==> config.mk <==
export PLATFORM = sky130hd
export DESIGN_NAME = useq_next
export DESIGN_NICKNAME = d
export VERILOG_FILES = /design/src/rtl/useq_next.sv
export SDC_FILE = /design/constraint.sdc
export NUM_CORES = 1
export LEC_CHECK = 0
export ABC_AREA = 1
export BUFFER_PORTS_ARGS = -buffer_cell sky130_fd_sc_hd__buf_2
export CAP_MARGIN = 20
export CORE_MARGIN = 2
export CORE_UTILIZATION = 46
export CTS_BUF_LIST = sky130_fd_sc_hd__clkbuf_8
export DETAILED_ROUTE_END_ITERATION = 7
export GPL_TIMING_DRIVEN = 0
export PLACE_DENSITY = 0.89
export SLEW_MARGIN = 10
export SYNTH_ARGS = -nofsm -noshare
export SYNTH_HDL_FRONTEND = slang
export SYNTH_SLANG_ARGS = --single-unit
==> constraint.sdc <==
create_clock -name clk -period 1.6 [get_ports clk]
set_input_delay 0.08 -clock clk [delete_from_list [all_inputs] [get_ports clk]]
set_output_delay 0.08 -clock clk [all_outputs]
set_load 0.01 [all_outputs]
==> src/rtl/useq_next.sv <==
module useq_next #(
  parameter int AW = 8,
  parameter int BFW = 5,
  parameter int CW = 4,
  parameter int RESET_ADDR = 0
) (
  input  logic          clk,
  input  logic          rst,
  input  logic [AW-1:0] base_next_i,
  input  logic [BFW-1:0] bsel_i,
  input  logic [CW-1:0] cond_i,
  input  logic          step_mode_i,
  input  logic          step_req_i,
  input  logic          stop_en_i,
  input  logic [AW-1:0] sw_i,
  output logic [AW-1:0] cur_addr_o,
  output logic [AW-1:0] prev_addr_o,
  output logic          match_o
);
  localparam logic [BFW-1:0] SEL_PEND = BFW'(6);
  localparam logic [BFW-1:0] SEL_CMD  = BFW'(24);
  localparam logic [AW-1:0]  ADDR_RST = AW'(RESET_ADDR);

  logic [AW-1:0] branch;
  logic [2:0]    req_sync;
  logic          step_pulse;
  logic          adv;

  always_comb begin
    branch = '0;
    case (bsel_i)
      SEL_PEND: branch[0]   = cond_i[0];
      SEL_CMD:  branch[2:0] = cond_i[3:1];
      default:  branch      = '0;
    endcase
  end

  assign match_o    = (cur_addr_o == sw_i);
  assign step_pulse = req_sync[1] & ~req_sync[2];
  assign adv        = (step_mode_i ? step_pulse : 1'b1) & ~(stop_en_i & match_o);

  always_ff @(posedge clk) begin
    if (rst) req_sync <= '0;
    else     req_sync <= {req_sync[1:0], step_req_i};
  end

  always_ff @(posedge clk) begin
    if (rst) begin
      cur_addr_o  <= ADDR_RST;
      prev_addr_o <= ADDR_RST;
    end else if (adv) begin
      prev_addr_o <= cur_addr_o;
      cur_addr_o  <= base_next_i | branch;
    end
  end
endmodule


### Word level (Yosys, flattened, before mapping)

Index checks and enable logic that the tools add are counted.
W data, S select, Z words.

| storage, ports and cells | value |
|---|---|
| bits in registers | 19 |
| input port bits | 30 |
| output and inout bits | 17 |
| word-level logic and storage cells | 15 |

| cells by class | value |
|---|---|
| equal/unequal tests | 3 |
| multiplexer cells | 3 |
| bitwise gates (word level) | 6 |

Operators with widths:

| cell | number |
|---|---|
| $eq A8 B8 Y1 | 1 |
| $or A8 B3 Y8 | 1 |
| $eq A5 B3 Y1 const B | 1 |
| $eq A5 B5 Y1 const B | 1 |
| $and A1 B1 Y1 | 3 |
| $mux W2 | 1 |
| $not A1 Y1 | 2 |
| $pmux W1 S2 | 1 |
| $mux W1 | 1 |

### Logic depth before layout (Yosys ltp)

| depth | value |
|---|---|
| word-level depth | 4 |
| mapped depth | 10 |
| depth with buffers taken out | 9 |

### Worst setup path after synthesis

Ideal clock, no wire load.

| timing path | value |
|---|---|
| path kind | flip-flop to flip-flop |
| start point | register cur_addr_o[6] |
| end point | register cur_addr_o[0] |
| setup time | 0.115 ns |
| arrival | 1.182 ns |
| data required time | 1.485 ns |
| path slack | 0.303 ns |
| stages on the path, launching flop included | 8 |
| path buffers | 1 |
| period minus slack after synthesis | 1.297 ns |
| path through | dfxtp_1 -> xnor2_1 -> nand2_1 -> nor2_2 -> nand3_2 -> buf_4 -> a21oi_1 -> nor2_1 |

| between the ends | value |
|---|---|
| cells in the longest elaborated chain, start to end | 4 |

RTL lines:

| element | line | text |
|---|---|---|
| from (decl) | 16 | `output logic [AW-1:0] cur_addr_o,` |
| from (signal assigned) | 53 | `cur_addr_o <= base_next_i \| branch;` |
| $eq A8 B8 Y1 | 38 | `assign match_o = (cur_addr_o == sw_i);` |
| $and A1 B1 Y1 | 40 | `assign adv = (step_mode_i ? step_pulse : 1'b1) & ~(stop_en_i & match_o);` |
| $not A1 Y1 | 40 |  |
| $and A1 B1 Y1 | 40 |  |

Every way passes these cells.
A chain may end at the register's enable or synchronous reset.

### Worst setup path after layout

| timing path | value |
|---|---|
| start point | register cur_addr_o[4] |
| end point | output port match_o |

| between the ends | value |
|---|---|
| cells in the longest elaborated chain, start to end | 1 |

RTL lines:

| element | line | text |
|---|---|---|
| $eq A8 B8 Y1 | 38 |  |
| to (decl) | 18 | `output logic match_o` |

Every way passes these cells.

==> impl_metrics.tcl <==
set metrics [dict create \
    status "complete, no violations" \
    p_leak_nw 0.803 \
    required_ns 1.52 \
    clkTransAtPathRegs_ns 0.07 \
    synth_area_leaders "dfxtp_1, nand2_1, nand3_2, inv_1, nor2_1" \
    synth_top_area_share_pct 35.7 \
    drive_above_1_share_pct 33.3 \
    fin_skew_ns 0.00191 \
    globalRouteOverflowTotal 0 \
    multiInputGateArea_um2 523 \
    p_clk_share_pct 30.4 \
    cts_buffers 3 \
    via_count 1140 \
    ys_async_sr_fraction_pct 0 \
    cts_hold_buf 0 \
    grt_antenna_before_repair 0 \
    netlist_instances 160 \
    seqCellArea_um2 380 \
    grt_pass1_vias 1037 \
    timing.setup.tns_ns 0 \
    fmax_mhz 693 \
    grt_start_max_net_pins 12 \
    synthSimpleGateAreaFrac_pct 37.3 \
    ys_warn_count 0 \
    cp.arrival_ns 1.36 \
    nFillCells 210 \
    worstSetupPathType "register to primary output" \
    start_util_pct 48.6 \
    synthMuxAreaShare_pct 0 \
    synthAdderAreaFrac_pct 0 \
    max_slew.worst_pin.slew_ns 0.441 \
    grt_use_met2_pct 38.6 \
    cts.sinks 19 \
    ir_worst_vdd_uv 534 \
    portBuffers 46 \
    rows 17 \
    grt_use_met3_pct 3.16 \
    cp-end-kind "primary output" \
    worst_slack_ns 0.157 \
    worstSkewPairLatency_ns 0.26 \
    finalNetCount 241 \
    die_h_um 52.1 \
    synth_area_leader_cell "dfxtp_1" \
    fp.dieW_um 52.1 \
    yosysSeqAreaShare_pct 35.7 \
    core_area_um2 2190 \
    clock_path_buffers 2 \
    synth_xor_area_share_pct 2.47 \
    slew_headroom_pct 70.6 \
    route.detailed.drc 0 \
    share_seq_of_total_power_pct 47.7 \
    drv_cap 0 \
    postRouteAntennaNets 0 \
    dp_slack_ns 0.216 \
    grt_pass1_wl_um 4150 \
    htree_levels 1 \
    worst-path-max-fanout 4 \
    yosys_register_bits 19 \
    grt_usage_pct 20.6 \
    syn_avg_cell_area_um2 6.65 \
    diodes 0 \
    power.internal_uw 791 \
    min_period_ns 1.44 \
    die-area_um2 2720 \
    first_iter_violations 26 \
    place.gp.congestion 0.807 \
    synth_flop_cell "dfxtp_1" \
    clockRootBuffer "clkbuf_8" \
    synth_compound_area_share_pct 9.40 \
    rsz0062_at_grt "no" \
    routed_wl_um 2530 \
    min_path_type "input port to register" \
    critPathLaunchType "register" \
    netlist_area_um2 1060 \
    finalSetupViolations 0 \
    grt_use_met1_pct 22.4 \
    yosysMostFrequentCell "nand2_1" \
    timing.final.crit_share_pct 90.2 \
    p_sw_uw 326 \
    syn2layout_area_growth_pct 29.3 \
    mappedNetlistNets 190 \
    dr.pass1.iters 4 \
    hold_viol_final 0 \
    p_comb_share_pct 22.0 \
    post_cts.repair.setup_buffers 0 \
    busiest_layer "met2" \
    synthTopCellsByCount "nand2_1, inv_1, nor2_1" \
    dp_hpwl_um 1840 \
    swShare_pct 29.2 \
    avgViaCountPerCell 4.79 \
    cts_resized 0 \
    power.density_nw_per_um2 812 \
    synth.distinct_cells 18 \
    synth_edf_count 0 \
    pin_count 47 \
    synth_top_family_by_area "simple AND/OR/NAND/NOR gates" \
    slew_violations 0 \
    wl_per_cell_um 10.6 \
    cts_tree "built" \
]
==> cell families after synthesis <==
family	after synthesis
compound gates	19
simple gates	82
flops	19
buf+inv	37
xor+xnor	3
==> registers in the layout, indices dropped and copies added (netlist names) <==
signal / count
prev_addr_o: 8
cur_addr_o: 8
req_sync: 3
==> through the flow <==
step	hold WS (ns)	power, mW	instances	cell area, µm²	util [%]
2_1_floorplan	0.151	0.692	160	1060	-
3_3_place_gp	0.279	0.778	234	1330	60.7
3_5_place_dp	0.284	0.786	234	1330	60.7
4_1_cts	0.0144	1.12	238	1380	62.8
5_1_grt	0.0157	1.18	238	1380	62.8
6_report	0.0154	1.12	238	1380	62.8
==> routing by layer <==
layer | vias up | part of all wire [%]
li1 | 587 | -
met1 | 523 | 42
met2 | 25 | 52
met3 | 5 | 4.0
met4 | 0 | 1.7
met5 | - | 0
==> layout by cell type (no fill, tap or decap), drive strengths merged <==
cell type   n
buf        52
clkinv      1
inv        30
nor2       26
o21ai       1
nand3      17
o21bai      2
dfxtp      19
nand2      36
xnor2       3
nor4        1
a21oi      16
clkbuf      4
nand4       2
==> worst max-delay path: stages (launching register included) <==
cell	delay, ns
dfxtp_1	0.34
inv_1	0.10
nand2_1	0.06
nand2_1	0.06
nand2_1	0.09
nor4_1	0.27
buf_2	0.18
==> power groups by stage <==
stage / logic [mW] / registers [mW] / clock network, mW
after floorplan: 0.136 / 0.556 / 0
after global placement: 0.236 / 0.542 / 0
after detailed placement: 0.243 / 0.542 / 0
after CTS: 0.247 / 0.532 / 0.339
after global routing: 0.277 / 0.537 / 0.365
final: 0.245 / 0.533 / 0.339
==> layout make-up <==
type	instances	share of cell area (%)
flip-flops and latches	19	27.6
well taps	28	2.55
repair buffers	46	16.7
inverters	30	8.18
clock buffers	3	3.00
clock inverters	1	0.364
multi-input cells	104	38.0
plain buffers	7	3.55
==> path summary, 6_finish.rpt <==
| path | from | to | slack, ns | depth (start not counted) |
|---|---|---|---|---|
| hold reg to reg | req_sync[0] | req_sync[1] | 0.41 | 2 |
| setup / recovery | cur_addr_o[4] | match_o | 0.16 | 6 |
| setup reg to reg | cur_addr_o[6] | cur_addr_o[3] | 0.19 | 7 |
| hold / removal | rst | req_sync[1] | 0.02 | 2 |
Note: power is estimated with default switching activity, not from simulation.
